File: src/rtl/sm_pkg.sv
// Package: shared constants and types for the sync margin monitor.
// Assumes: register addresses are one bit wide; field packing is derived
// from the widths in the modules that use it.
package sm_pkg;

    // Kind of the most recent margin error, as software reads it
    typedef enum logic {
        ERR_SETUP = 1'b0,
        ERR_HOLD  = 1'b1
    } err_kind_e;

    localparam logic ADDR_CFG  = 1'b0;
    localparam logic ADDR_STAT = 1'b1;

    localparam int STAT_ERR_BIT  = 0;
    localparam int STAT_KIND_BIT = 1;

endpackage

File: src/rtl/sm_tap_chain.sv
// Module: sm_tap_chain
// Shifts the sync line into a chain of taps, one per oversampling clock.
// Tap 0 is the newest sample. Assumes sync_in has already been brought
// into the clk domain or that metastability is handled upstream.
module sm_tap_chain #(
    parameter int DEPTH = 62
) (
    input  logic             clk,
    input  logic             rst_n,
    input  logic             sync_in,
    output logic [DEPTH-1:0] taps
);

    // Shift one position per clock, newest value enters at tap 0
    always_ff @(posedge clk) begin
        if (!rst_n) begin
            taps <= '0;
        end else begin
            taps <= {taps[DEPTH-2:0], sync_in};
        end
    end

    AST_TAP_SHIFT: assert property (@(posedge clk) disable iff (!rst_n)
        rst_n |=> (taps[1] == $past(taps[0])));

endmodule

File: src/rtl/sm_margin_meas.sv
// Module: sm_margin_meas
// Picks the sampling tap from the delay select and counts the run of
// matching taps on each side of it (older side = setup, newer = hold),
// saturating at 2**THR_W-1, then compares each count with the threshold.
// Assumes DEPTH covers the widest delay plus the margin window on both sides.
module sm_margin_meas #(
    parameter int DEPTH = 62,
    parameter int DLY_W = 5,
    parameter int THR_W = 4
) (
    input  logic [DEPTH-1:0] taps,
    input  logic [DLY_W-1:0] dly_sel,
    input  logic [THR_W-1:0] thr,
    output logic             centre,
    output logic             setup_fail,
    output logic             hold_fail
);

    localparam int MMAX  = (1 << THR_W) - 1;
    localparam int WIN   = 2 * MMAX + 1;
    localparam int IDX_W = $clog2(DEPTH);

    logic [WIN-1:0]   win;
    logic [MMAX:1]    s_run;
    logic [MMAX:1]    h_run;
    logic [THR_W-1:0] s_margin;
    logic [THR_W-1:0] h_margin;
    logic [THR_W-1:0] eff_thr;

    // Window of taps centred on the selected sampling point
    for (genvar i = 0; i < WIN; i++) begin : g_win
        assign win[i] = taps[IDX_W'(dly_sel) + IDX_W'(i)];
    end

    assign centre = win[MMAX];

    // Prefix runs: bit k is set while taps 1..k away still match the centre
    for (genvar k = 1; k <= MMAX; k++) begin : g_run
        if (k == 1) begin : g_first
            assign s_run[k] = (win[MMAX + k] == centre);
            assign h_run[k] = (win[MMAX - k] == centre);
        end else begin : g_next
            assign s_run[k] = s_run[k-1] & (win[MMAX + k] == centre);
            assign h_run[k] = h_run[k-1] & (win[MMAX - k] == centre);
        end
    end

    // Count matching taps on each side and compare with the threshold
    always_comb begin
        s_margin   = THR_W'($countones(s_run));
        h_margin   = THR_W'($countones(h_run));
        eff_thr    = (thr == '0) ? THR_W'(1) : thr;
        setup_fail = (s_margin < eff_thr);
        hold_fail  = (h_margin < eff_thr);
    end

endmodule

File: src/rtl/sm_ctrl_regs.sv
// Module: sm_ctrl_regs
// Holds the config register and the status register (sticky error with
// write-one-to-clear, plus the error kind). Latches a new error on strobe
// edges when enabled in manual mode, and holds the realigned sync sample.
// Assumes one write per cycle; a detection in the same cycle overrides a clear.
module sm_ctrl_regs
    import sm_pkg::*;
#(
    parameter int DLY_W  = 5,
    parameter int THR_W  = 4,
    parameter int DATA_W = THR_W + DLY_W + 2
) (
    input  logic              clk,
    input  logic              rst_n,
    input  logic              wr_en,
    input  logic              wr_addr,
    input  logic [DATA_W-1:0] wr_data,
    input  logic              rd_addr,
    output logic [DATA_W-1:0] rd_data,
    input  logic              strobe,
    input  logic              centre,
    input  logic              setup_fail,
    input  logic              hold_fail,
    output logic [THR_W-1:0]  thr,
    output logic [DLY_W-1:0]  dly_sel,
    output logic              sync_out,
    output logic              irq
);

    localparam int DLY_LSB = THR_W;
    localparam int MODE_B  = THR_W + DLY_W;
    localparam int EN_B    = MODE_B + 1;

    logic      mode_auto;
    logic      err_en;
    logic      err_q;
    err_kind_e kind_q;
    logic      det;
    logic      clr;
    logic      cfg_wr;

    // Decode write strobes and the detection condition
    always_comb begin
        cfg_wr = wr_en && (wr_addr == ADDR_CFG);
        clr    = wr_en && (wr_addr == ADDR_STAT) && wr_data[STAT_ERR_BIT];
        det    = strobe && !mode_auto && err_en && (setup_fail || hold_fail);
    end

    // Config register: threshold, delay select, check mode, enable
    always_ff @(posedge clk) begin
        if (!rst_n) begin
            thr       <= '0;
            dly_sel   <= '0;
            mode_auto <= 1'b0;
            err_en    <= 1'b0;
        end else if (cfg_wr) begin
            thr       <= wr_data[THR_W-1:0];
            dly_sel   <= wr_data[DLY_LSB +: DLY_W];
            mode_auto <= wr_data[MODE_B];
            err_en    <= wr_data[EN_B];
        end
    end

    // Sticky error bit: set by detection, cleared by a write of one
    always_ff @(posedge clk) begin
        if (!rst_n) begin
            err_q <= 1'b0;
        end else if (det) begin
            err_q <= 1'b1;
        end else if (clr) begin
            err_q <= 1'b0;
        end
    end

    // Error kind: updated on every detection, setup wins a tie
    always_ff @(posedge clk) begin
        if (!rst_n) begin
            kind_q <= ERR_SETUP;
        end else if (det) begin
            kind_q <= setup_fail ? ERR_SETUP : ERR_HOLD;
        end
    end

    // Realigned sync sample, refreshed on each converter edge
    always_ff @(posedge clk) begin
        if (!rst_n) begin
            sync_out <= 1'b0;
        end else if (strobe) begin
            sync_out <= centre;
        end
    end

    // Read mux and interrupt output
    always_comb begin
        rd_data = '0;
        if (rd_addr == ADDR_CFG) begin
            rd_data = {err_en, mode_auto, dly_sel, thr};
        end else begin
            rd_data[STAT_ERR_BIT]  = err_q;
            rd_data[STAT_KIND_BIT] = kind_q;
        end
        irq = err_q & err_en;
    end

    AST_STICKY_KEEP: assert property (@(posedge clk) disable iff (!rst_n)
        (err_q && !clr) |=> err_q);

    AST_CLEAR_TAKES: assert property (@(posedge clk) disable iff (!rst_n)
        (clr && !(strobe && (setup_fail || hold_fail))) |=> !err_q);

    AST_SET_OVER_CLEAR: assert property (@(posedge clk) disable iff (!rst_n)
        (clr && strobe && !mode_auto && err_en && (setup_fail || hold_fail)) |=> err_q);

    AST_SETUP_FIRST: assert property (@(posedge clk) disable iff (!rst_n)
        (strobe && !mode_auto && err_en && setup_fail && hold_fail) |=> (kind_q == ERR_SETUP));

    AST_ENABLE_GATE: assert property (@(posedge clk) disable iff (!rst_n)
        (!err_en && !err_q) |=> !err_q);

    AST_MODE_SUSPEND: assert property (@(posedge clk) disable iff (!rst_n)
        (mode_auto && !err_q) |=> !err_q);

    AST_SAMPLE_HOLD: assert property (@(posedge clk) disable iff (!rst_n)
        !strobe |=> $stable(sync_out));

endmodule

File: src/rtl/sync_margin_mon.sv
// Module: sync_margin_mon (top)
// Monitors setup and hold margin of an asynchronous sync line around a
// programmable sampling tap. The tap chain is clocked by clk (oversampling);
// dac_strobe marks the converter clock edges on which margins are judged.
// Assumes dac_strobe is synchronous to clk and at most one cycle wide.
module sync_margin_mon #(
    parameter int DLY_W  = 5,
    parameter int THR_W  = 4,
    parameter int DATA_W = THR_W + DLY_W + 2
) (
    input  logic              clk,
    input  logic              rst_n,
    input  logic              sync_in,
    input  logic              dac_strobe,
    input  logic              wr_en,
    input  logic              wr_addr,
    input  logic [DATA_W-1:0] wr_data,
    input  logic              rd_addr,
    output logic [DATA_W-1:0] rd_data,
    output logic              sync_out,
    output logic              irq
);

    localparam int MMAX  = (1 << THR_W) - 1;
    localparam int DEPTH = (1 << DLY_W) + 2 * MMAX;
    localparam int IDX_W = $clog2(DEPTH);

    logic [DEPTH-1:0] taps;
    logic [THR_W-1:0] thr;
    logic [DLY_W-1:0] dly_sel;
    logic             centre;
    logic             setup_fail;
    logic             hold_fail;
    logic [IDX_W-1:0] c_idx;

    sm_tap_chain #(
        .DEPTH (DEPTH)
    ) chain_i (
        .clk     (clk),
        .rst_n   (rst_n),
        .sync_in (sync_in),
        .taps    (taps)
    );

    sm_margin_meas #(
        .DEPTH (DEPTH),
        .DLY_W (DLY_W),
        .THR_W (THR_W)
    ) meas_i (
        .taps       (taps),
        .dly_sel    (dly_sel),
        .thr        (thr),
        .centre     (centre),
        .setup_fail (setup_fail),
        .hold_fail  (hold_fail)
    );

    sm_ctrl_regs #(
        .DLY_W  (DLY_W),
        .THR_W  (THR_W),
        .DATA_W (DATA_W)
    ) regs_i (
        .clk        (clk),
        .rst_n      (rst_n),
        .wr_en      (wr_en),
        .wr_addr    (wr_addr),
        .wr_data    (wr_data),
        .rd_addr    (rd_addr),
        .rd_data    (rd_data),
        .strobe     (dac_strobe),
        .centre     (centre),
        .setup_fail (setup_fail),
        .hold_fail  (hold_fail),
        .thr        (thr),
        .dly_sel    (dly_sel),
        .sync_out   (sync_out),
        .irq        (irq)
    );

    // Sampling tap index, used only to guard the measurement below
    assign c_idx = IDX_W'(dly_sel) + IDX_W'(MMAX);

    AST_ZERO_THR: assert property (@(posedge clk) disable iff (!rst_n)
        ((thr == '0) && (taps[c_idx] == taps[c_idx + 1'b1]) && (taps[c_idx] == taps[c_idx - 1'b1]))
        |-> (!setup_fail && !hold_fail));

    AST_CENTRE_TAP: assert property (@(posedge clk) disable iff (!rst_n)
        1'b1 |-> (centre == taps[c_idx]));

endmodule

File: config.mk
export PLATFORM = sky130hd
export DESIGN_NAME = sync_margin_mon
export DESIGN_NICKNAME = d
export VERILOG_FILES = /design/src/rtl/sm_pkg.sv /design/src/rtl/sm_tap_chain.sv /design/src/rtl/sm_margin_meas.sv /design/src/rtl/sm_ctrl_regs.sv /design/src/rtl/sync_margin_mon.sv
export SDC_FILE = /design/constraint.sdc
export NUM_CORES = 1
export LEC_CHECK = 0
export ABC_CLOCK_PERIOD_IN_PS = 8300
export BUFFER_PORTS_ARGS = -buffer_cell sky130_fd_sc_hd__clkbuf_2
export CAP_MARGIN = 20
export CORE_MARGIN = 2
export CORE_UTILIZATION = 40
export DETAILED_ROUTE_END_ITERATION = 6
export SLEW_MARGIN = 0
export SYNTH_ARGS = -nofsm -noshare
export SYNTH_HDL_FRONTEND = slang
export SYNTH_HIERARCHICAL = 1
export SYNTH_SLANG_ARGS = --single-unit
File: constraint.sdc
create_clock -name clk -period 8.3 [get_ports clk]
set_input_delay 0.83 -clock clk [delete_from_list [all_inputs] [get_ports clk]]
set_output_delay 0.83 -clock clk [all_outputs]
set_load 0.02 [all_outputs]
* Word-level counts from Yosys, hierarchy flattened
Index checks and enable logic that the tools add are counted.
** Word-level totals
- Bits in registers :: 76
- Bits in latches :: 0
- Memory bits (writable) :: 0
- Memory bits (read-only) :: 0
- Input port bits :: 18
- Output and inout bits :: 13
- Logic and storage cells :: 237
- Memories :: 0
** Operators by class
- Add/sub/neg operators :: 58
- Multipliers :: 0
- Div/mod/pow operators :: 0
- Order comparisons :: 33
- Eq/ne operators :: 30
- Shift-type cells :: 0
- Muxes and demuxes :: 68
- Bitwise logic cells :: 30
- Reduce and logical (&&, ||, !) cells :: 10
** Operators by type and width (count)
- $lt A6 B7 Y1 const B :: 30
- $bmux W1 S6 :: 30
- $add A5 B5 Y6 const B :: 15
- $add A4 B4 Y4 :: 12
- $add A5 B4 Y6 const B :: 8
- $mux W1 :: 34
- $eq A1 B1 Y1 :: 30
- $and A1 B1 Y1 :: 29
- $add A1 B1 Y2 :: 14
- $add A5 B3 Y6 const B :: 4
- $add A5 B2 Y6 const B :: 2
- $mux W9 :: 1
- $add A4 B1 Y4 :: 2
- $lt A4 B4 Y1 :: 2
- $lt A5 B7 Y1 const B :: 1
- $add A5 B1 Y6 const B :: 1
- $logic_and A1 B1 Y1 :: 6
- $bmux W1 S5 :: 1
- $logic_not A4 Y1 :: 1
- $mux W4 :: 1
- $mux W2 :: 1
- $reduce_bool A2 Y1 :: 1
- $logic_not A1 Y1 :: 1
- $logic_or A1 B1 Y1 :: 1
- $not A1 Y1 :: 1

* Depth between registers and ports, before layout
Gate-level depths: netlist of run 1.
- Depth after elaboration :: 25
- Mapped depth :: 34
- Gate-level depth less buffers :: 28

* Hierarchy
Netlist of run 1, hierarchy kept.
** By module, submodules not included
- sm_margin_meas :: instances 1, cells an instance 561, area an instance 5919.4 um^2, seq. area each 0.0 um^2
- sm_tap_chain :: instances 1, cells an instance 130, area an instance 1736.7 um^2, seq. area each 1241.2 um^2
- sm_ctrl_regs :: instances 1, cells an instance 75, area an instance 600.6 um^2, seq. area each 280.3 um^2

* Worst setup path before layout of run 1
No wires, ideal clock.
- Path kind :: reg2reg
- Start point :: register regs_i.dly_sel[1]
- End point :: register regs_i.err_q
- Library setup time :: 0.070 ns
- Arrival time :: 8.533 ns
- Required time :: 8.230 ns
- Path slack :: -0.303 ns
- Stages on the path, launching flop included :: 31
- Path buffers :: 4
- Period minus slack after synthesis :: 8.603 ns
- Path through :: dfxtp_1 clkbuf_1 clkbuf_1 inv_1 ha_1 clkbuf_1 clkbuf_1 mux4_2 mux4_1 mux4_2 or2_0 or4_1 mux2_4 inv_4 nand3_1 fa_1 fa_1 inv_1 fa_1 fa_1 fa_1 inv_1 fa_1 inv_1 ha_1 o21a_1 o21ai_0 nand2b_1 a21oi_1 o21ai_0 a21oi_1
** Between the ends
- Cells in the longest elaborated chain, start to end :: 25
- Elaborated cells between the ends (all ways) :: 184
- Those cells by class :: add/sub: 58; order compare: 2; eq/ne: 30; mux: 63; bitwise: 28; reduce/logical: 3
** RTL lines
- from (decl) :: line sm_ctrl_regs.sv:25 : output logic [DLY_W-1:0] dly_sel,
- from (signal assigned) :: line sm_ctrl_regs.sv:58 : dly_sel <= wr_data[DLY_LSB +: DLY_W];
- $add A5 B5 Y6 / $add A5 B4 Y6 (equally long branches) :: line sm_margin_meas.sv:32 : assign win[i] = taps[IDX_W'(dly_sel) + IDX_W'(i)];
- $bmux W1 S6 :: line sm_margin_meas.sv:32
- $mux W1 (implied by the code) :: line sm_margin_meas.sv:32
- $eq A1 B1 Y1 (on tied branches) :: line sm_margin_meas.sv:40, sm_margin_meas.sv:43
- $and A1 B1 Y1 (13 in series) :: line sm_margin_meas.sv:43 : assign s_run[k] = s_run[k-1] & (win[MMAX + k] == centre);
- $add A1 B1 Y2 (implied by the code) / $and A1 B1 Y1 (equally long branches) :: line sm_margin_meas.sv:50, sm_margin_meas.sv:43
- $add A4 B1 Y4 (implied by the code) :: line sm_margin_meas.sv:50 : s_margin = THR_W'($countones(s_run));
- $add A4 B4 Y4 (implied by the code) :: line sm_margin_meas.sv:50
- $add A4 B4 Y4 (implied by the code) (*) :: line sm_margin_meas.sv:50
- $lt A4 B4 Y1 (*) :: line sm_margin_meas.sv:53 : setup_fail = (s_margin < eff_thr);
- via setup_fail :: line sync_margin_mon.sv:32 : logic setup_fail;
- $logic_or A1 B1 Y1 (*) :: line sm_ctrl_regs.sv:46 : det = strobe && !mode_auto && err_en && (setup_fail || hold_fail);
- $logic_and A1 B1 Y1 (*) :: line sm_ctrl_regs.sv:46
- $mux W1 / $reduce_bool A2 Y1 (equally long branches)
- to (signal assigned) :: line sm_ctrl_regs.sv:67 : err_q <= 1'b0;
- to (signal assigned) :: line sm_ctrl_regs.sv:69 : err_q <= 1'b1;
- to (signal assigned) :: line sm_ctrl_regs.sv:71 : err_q <= 1'b0;
- to (decl) :: line sm_ctrl_regs.sv:36 : logic err_q;
The timed path passes the listed nets; every way through them passes the cells marked *. The select of a mux whose other input is x is not followed.
A chain may end at the register's enable or synchronous reset.

* Worst setup path in the final report of run 1
Ends and elaborated chain as after synthesis.

==> flow_metrics.env, run 1 <==
export IMPL_outcome="finished, final reports clean"
export IMPL_dr_first_iter_drc_count=526
export IMPL_viasPerCell=6.07
export IMPL_yosysTopAreaCellShare_pct=24.3
export IMPL_dp_hpwl_mm=17.0
export IMPL_die_area_um2=21800
export IMPL_clock_skew_ns=0.00512
export IMPL_holdBufCountCts=0
export IMPL_cts_sinks=76
export IMPL_final_common_cell="mux4_2"
export IMPL_max_freq_ghz=0.127
export IMPL_fin_ws_ns=0.457
export IMPL_worst_setup_path_end_kind="flip-flop"
export IMPL_seqPwrFrac_pct=34.2
export IMPL_die_x_um=148
export IMPL_yosys_area_top_type="mux4_2"
export IMPL_post_route_drc_count=0
export IMPL_numCtsBuffers=9
export IMPL_final_hold_viol_count=0
export IMPL_syn_area_per_cell_um2=10.8
export IMPL_arrival_ns=8.11
export IMPL_period_minus_slack_ns=7.84
export IMPL_dr_wl_met3_mm=1.23
export IMPL_nets=845
export IMPL_ys_seq_elements=76
export IMPL_cts_clk_slew_worst_paths_ns=0.06
export IMPL_min_path_cells=2
export IMPL_grt_pass1_vias=6010
export IMPL_totalWireLength_mm=21.8
export IMPL_synth_cell_type_count=64
export IMPL_internal_power_uw=770
export IMPL_yosys_warnings=6
export IMPL_relSlewSlack_pct=32.7
export IMPL_cts_tree="yes"
export IMPL_hp_class="reg2reg"
export IMPL_pwr_share_comb_pct=25.1
export IMPL_area_growth_pct=8.83
export IMPL_vias=6407
export IMPL_slew_violations=0
export IMPL_grt_max_degree=64
export IMPL_grt_setup_unrepaired="false"
export IMPL_n_antenna_cell=0
export IMPL_grt_pass1_wl_mm=35.1
export IMPL_firstDrtPassIters=5
export IMPL_dr_wl_met2_mm=10.3
export IMPL_synth_main_ff_cell="dfxtp_1"
export IMPL_initial_utilization_pct=40.8
export IMPL_post_route_period_util_pct=94.5
export IMPL_post_cts_setup_buffers=0
export IMPL_synthCells=766
export IMPL_p_leak_nw=3.58
export IMPL_drive_gt1_share_pct=30.3
export IMPL_ant_nets=0
export IMPL_rr_worst_depth=27
export IMPL_swShare_pct=29.1
export IMPL_avgRoutedWirePerCell_um=20.6
export IMPL_p_sw_uw=315
export IMPL_dieHeight_um=148
export IMPL_top_layer="met4"
export IMPL_async_reset_ff_share_pct=0
export IMPL_drt_met1_wl_mm=9.62
export IMPL_cts_max_path_buffers=2
export IMPL_postCtsResizedCells=0
export IMPL_max_vdd_ir_drop_mv=0.105
export IMPL_setup_violations=0
export IMPL_r2r_slack_ns=0.46
export IMPL_gp_congestion=0.995
export IMPL_ios=31
export IMPL_tns_ns=0
export IMPL_power_density_nw_per_um2=121
export IMPL_drv_cap=0
export IMPL_seq_area_um2=1530
export IMPL_core_area_um2=20200
export IMPL_grt_overflow_total=0
export IMPL_synth_edf_count=0
export IMPL_synthTopCellsByArea="mux4_2, dfxtp_1, mux4_1"
export IMPL_worstSetupStartpointType="flip-flop"
export IMPL_num_fill_cells=1905
export IMPL_syn_nets=831
export IMPL_synth_seq_area_share_pct=18.4
export IMPL_htree_levels=3
export IMPL_root_buffer="clkbuf_16"
export IMPL_tightest_slew_ns=1.00
export IMPL_grt_usage_pct=20.6
export IMPL_path_max_fanout=39
export IMPL_path_class="reg2reg"
export IMPL_clockPowerShare_pct=40.7
export IMPL_final_cell_mix="mux4_2, dfxtp_1, nand2_1"
export IMPL_io_buffers=30
export IMPL_rows=52
export IMPL_cp_required_ns=8.57
export IMPL_clock_latency_ns=0.34
export IMPL_dp_slack_ns=0.506
export IMPL_multi_input_area_um2=6350
export IMPL_antenna_found_initial=0
export IMPL_syn_area_um2=8260
-- per-stage QoR --
stage | power (mW) | instances | instance area, um^2 | util [%] | hold slack, ns
after detailed placement | 0.651 | 1039 | 8650 | 42.7 | 0.462
after floorplan | 0.597 | 766 | 8260 | - | 0.437
after CTS | 1.09 | 1055 | 8990 | 44.4 | 0.470
after global placement | 0.649 | 1039 | 8650 | 42.7 | 0.456
after global routing | 1.14 | 1055 | 8990 | 44.4 | 0.486
final | 1.08 | 1055 | 8990 | 44.4 | 0.467
-- final timing paths --
path / startpoint / end
max: regs_i/dly_sel[1]$_SDFFE_PN0P_ / regs_i/err_q$_SDFFE_PN0P_
min: regs_i/thr[1]$_SDFFE_PN0P_ / regs_i/thr[1]$_SDFFE_PN0P_
max reg2reg: regs_i/dly_sel[1]$_SDFFE_PN0P_ / regs_i/err_q$_SDFFE_PN0P_
min reg2reg: regs_i/thr[1]$_SDFFE_PN0P_ / regs_i/thr[1]$_SDFFE_PN0P_
-- synth_stat cells (25+ instances only) --
| cell | number |
|---|---|
| mux4_2 | 89 |
| dfxtp_1 | 76 |
| nand2_1 | 66 |
| and2_2 | 62 |
| mux2i_1 | 48 |
| a21oi_1 | 36 |
| inv_1 | 32 |
| nand3_1 | 32 |
| xnor2_1 | 32 |
| ha_1 | 31 |
| clkbuf_1 | 25 |
| mux4_1 | 25 |
-- layout make-up --
| class | count | share of cell area, % |
|---|---|---|
| Timing Repair Buffer | 50 | 3.34 |
| Multi-Input combinational cell | 607 | 70.6 |
| Clock buffer | 11 | 2.81 |
| Inverter | 36 | 1.53 |
| Tap cell | 270 | 3.76 |
| Clock inverter | 5 | 0.933 |
| Sequential cell | 76 | 17.0 |
-- power by group through the flow --
stage	registers [mW]	clock network, mW	logic [mW]
6_report	0.371	0.442	0.272
5_1_grt	0.371	0.465	0.307
4_1_cts	0.371	0.448	0.274
3_5_place_dp	0.379	0	0.272
3_3_place_gp	0.379	0	0.270
2_1_floorplan	0.379	0	0.218
-- routing by layer --
layer	track usage [%]	vias up
li1	-	2933
met1	28.9	3214
met2	32.7	221
met3	3.21	39
met4	6.97	0
met5	0	-
-- registers in the layout, indices dropped and copies added (netlist names) --
signal	cells
chain_i/taps	62
regs_i/dly_sel	5
regs_i/thr	4
regs_i/err_en	1
regs_i/err_q	1
regs_i/kind_q	1
regs_i/mode_auto	1
regs_i/sync_out	1
-- kinds of logic after synthesis --
group	after synthesis	share of synthesized area (%)
AO/OA/AOI/OAI	102	8.09
XOR/XNOR	35	3.71
adder cells (fa/ha/maj)	47	8.58
buffers and inverters	83	4.79
flip-flops	76	18.4
multiplexers	169	39.2
AND/OR/NAND/NOR	254	17.2
-- critical path, stage by stage, from the launching register on --
cell	delay [ns]
dfxtp_2	0.35
buf_4	0.48
ha_1	0.34
a21oi_1	0.08
xnor2_1	0.38
buf_4	0.23
mux4_2	0.32
mux4_4	0.65
or4_1	0.52
mux2_4	0.31
inv_4	0.10
nand3_1	0.10
fa_1	0.49
fa_1	0.49
inv_1	0.05
fa_1	0.52
fa_1	0.42
fa_1	0.39
inv_1	0.08
fa_1	0.40
inv_1	0.07
ha_1	0.22
o21a_1	0.10
o21ai_0	0.14
nand2b_1	0.07
a21oi_1	0.17
o21ai_0	0.12
a21oi_1	0.14
Power figures use the tool's default switching activity.
==> run 2: changes to the inputs <==
--- a/config.mk
+++ b/config.mk
@@ -8,6 +8,7 @@
 export ABC_CLOCK_PERIOD_IN_PS = 8300
 export BUFFER_PORTS_ARGS = -buffer_cell sky130_fd_sc_hd__clkbuf_2
 export CAP_MARGIN = 20
+export CORE_ASPECT_RATIO = 0.75
 export CORE_MARGIN = 2
 export CORE_UTILIZATION = 40
 export DETAILED_ROUTE_END_ITERATION = 6
==> run 2 against run 1 <==
Clock-buffer cell count decreased by 2. Register-to-register slack about the same. Clock skew increased by 0.0048 ns.
==> flow_metrics.env, run 2 (synthesis results as in run 1) <==
export IMPL_largest_reg_flops=62
export IMPL_dp_hpwl_mm=17.6
export IMPL_gp_congestion=0.989
export IMPL_r2r_start="regs_i/dly_sel[2]$_SDFFE_PN0P_"
export IMPL_setup_violations=0
export IMPL_cts_clk_slew_worst_paths_ns=0.07
export IMPL_max_freq_ghz=0.128
export IMPL_reg_top3="chain_i/taps (62), regs_i/dly_sel (5), regs_i/thr (4)"
export IMPL_grt_overflow_total=0
export IMPL_ant_nets=0
export IMPL_grt_max_degree=64
export IMPL_clock_latency_ns=0.36
export IMPL_cts_sinks=76
export IMPL_period_minus_slack_ns=7.83
export IMPL_final_hold_viol_count=0
export IMPL_dieHeight_um=128
export IMPL_final_common_cell="mux4_2"
export IMPL_ios=31
export IMPL_path_buf_inv=6
export IMPL_arrival_ns=8.12
export IMPL_initial_utilization_pct=40.7
export IMPL_cp_required_ns=8.58
export IMPL_die_x_um=170
export IMPL_path_max_fanout=23
export IMPL_postLayoutCellArea_um2=8990
export IMPL_max_stage_delay_ns=0.56
export IMPL_crit_family="adder cells"
export IMPL_htree_levels=3
export IMPL_cts_max_path_buffers=2
export IMPL_slew_violations=0
export IMPL_p_leak_nw=3.59
export IMPL_tns_ns=0
export IMPL_top_register="chain_i/taps"
export IMPL_hp_class="reg2reg"
export IMPL_min_from="regs_i/mode_auto$_SDFFE_PN0P_"
export IMPL_cpMaxStageDelayCell="mux4_2"
export IMPL_grt_pass1_wl_mm=34.9
export IMPL_max_vdd_ir_drop_mv=0.129
export IMPL_dr_first_iter_drc_count=561
export IMPL_totalWireLength_mm=22.6
export IMPL_antenna_found_initial=0
export IMPL_total_power_mw=1.05
export IMPL_grt_pass1_vias=5833
export IMPL_clock_skew_ns=0.00990
export IMPL_cts_tree="yes"
export IMPL_final_cell_mix="mux4_2, dfxtp_1, nand2_1"
export IMPL_tightest_slew_ns=0.834
export IMPL_place_area_um2=8680
export IMPL_n_antenna_cell=0
export IMPL_relSlewSlack_pct=44.4
export IMPL_firstDrtPassIters=6
export IMPL_outcome="finished, final reports clean"
export IMPL_io_buffers=30
export IMPL_worstSetupStartpointType="flip-flop"
export IMPL_numCtsBuffers=9
export IMPL_power_density_nw_per_um2=117
export IMPL_crit_start="regs_i/dly_sel[2]$_SDFFE_PN0P_"
export IMPL_drive_gt1_share_pct=30.8
export IMPL_grt_usage_pct=21.3
export IMPL_core_area_um2=20300
export IMPL_grt_setup_unrepaired="false"
export IMPL_post_route_drc_count=0
export IMPL_area_growth_pct=8.90
export IMPL_cpMostUsedCell="fa_1"
export IMPL_worst_setup_path_end_kind="flip-flop"
export IMPL_rows=45
export IMPL_avgRoutedWirePerCell_um=21.6
export IMPL_dp_slack_ns=0.497
export IMPL_drv_cap=0
export IMPL_post_route_period_util_pct=94.4
export IMPL_root_buffer="clkbuf_16"
export IMPL_fin_ws_ns=0.466
export IMPL_holdBufCountCts=0
export IMPL_die_area_um2=21800
export IMPL_vias=6504
export IMPL_viasPerCell=6.22
export IMPL_nets=848
export IMPL_path_class="reg2reg"
## run 2: path summary, 6_finish.rpt
| check | to | slack [ns] | depth (start not counted) |
|---|---|---|---|
| worst max-delay path | regs_i/err_q$_SDFFE_PN0P_ | 0.47 | 28 |
| worst min-delay path | regs_i/mode_auto$_SDFFE_PN0P_ | 0.48 | 2 |
| worst max register to register | regs_i/err_q$_SDFFE_PN0P_ | 0.47 | 28 |
| worst min register to register | regs_i/mode_auto$_SDFFE_PN0P_ | 0.48 | 2 |
## run 2: repair_timing
action                                  CTS  global route
setup buffers                             0             0
resized for setup                         0             2
endpoints found under the setup margin    0             1
endpoints found under the hold margin     0             0
## run 2: final cells by class
cell class | count | area [um^2]
fill | 1930 | 11300
multi-input combinational | 607 | 6360
sequential | 76 | 1530
timing repair buffer | 53 | 348
tap | 258 | 323
clock buffer | 9 | 225
inverter | 36 | 138
clock inverter | 7 | 73.8
## run 2: where the power goes
part | internal (mW) | switching, mW
sequential | 0.368 | 0.00391
combinational | 0.125 | 0.153
clock | 0.214 | 0.190
## run 2: per-stage QoR
| stage | std cells | util (%) | hold slack, ns |
|---|---|---|---|
| 4_1_cts | 1046 | 44.3 | 0.480 |
| 6_report | 1046 | 44.4 | 0.480 |
| 3_3_place_gp | 1030 | 42.8 | 0.461 |
| 3_5_place_dp | 1030 | 42.8 | 0.471 |
| 5_1_grt | 1046 | 44.4 | 0.508 |
| 2_1_floorplan | 766 | - | 0.437 |
## run 2: worst min-delay path: stages (launching register included)
cell and delay, ns:
dfxtp_1 0.33, nand2_1 0.06, a21oi_1 0.05
## run 2: metal layers
metal / GRT usage [%] / routed length (um) / vias up
met4: 4.78 / 436 / 0
met5: 1.74 / 0 / -
met3: 7.07 / 2370 / 43
met1: 32.5 / 10600 / 3239
li1: - / - / 2944
met2: 28.9 / 9180 / 278
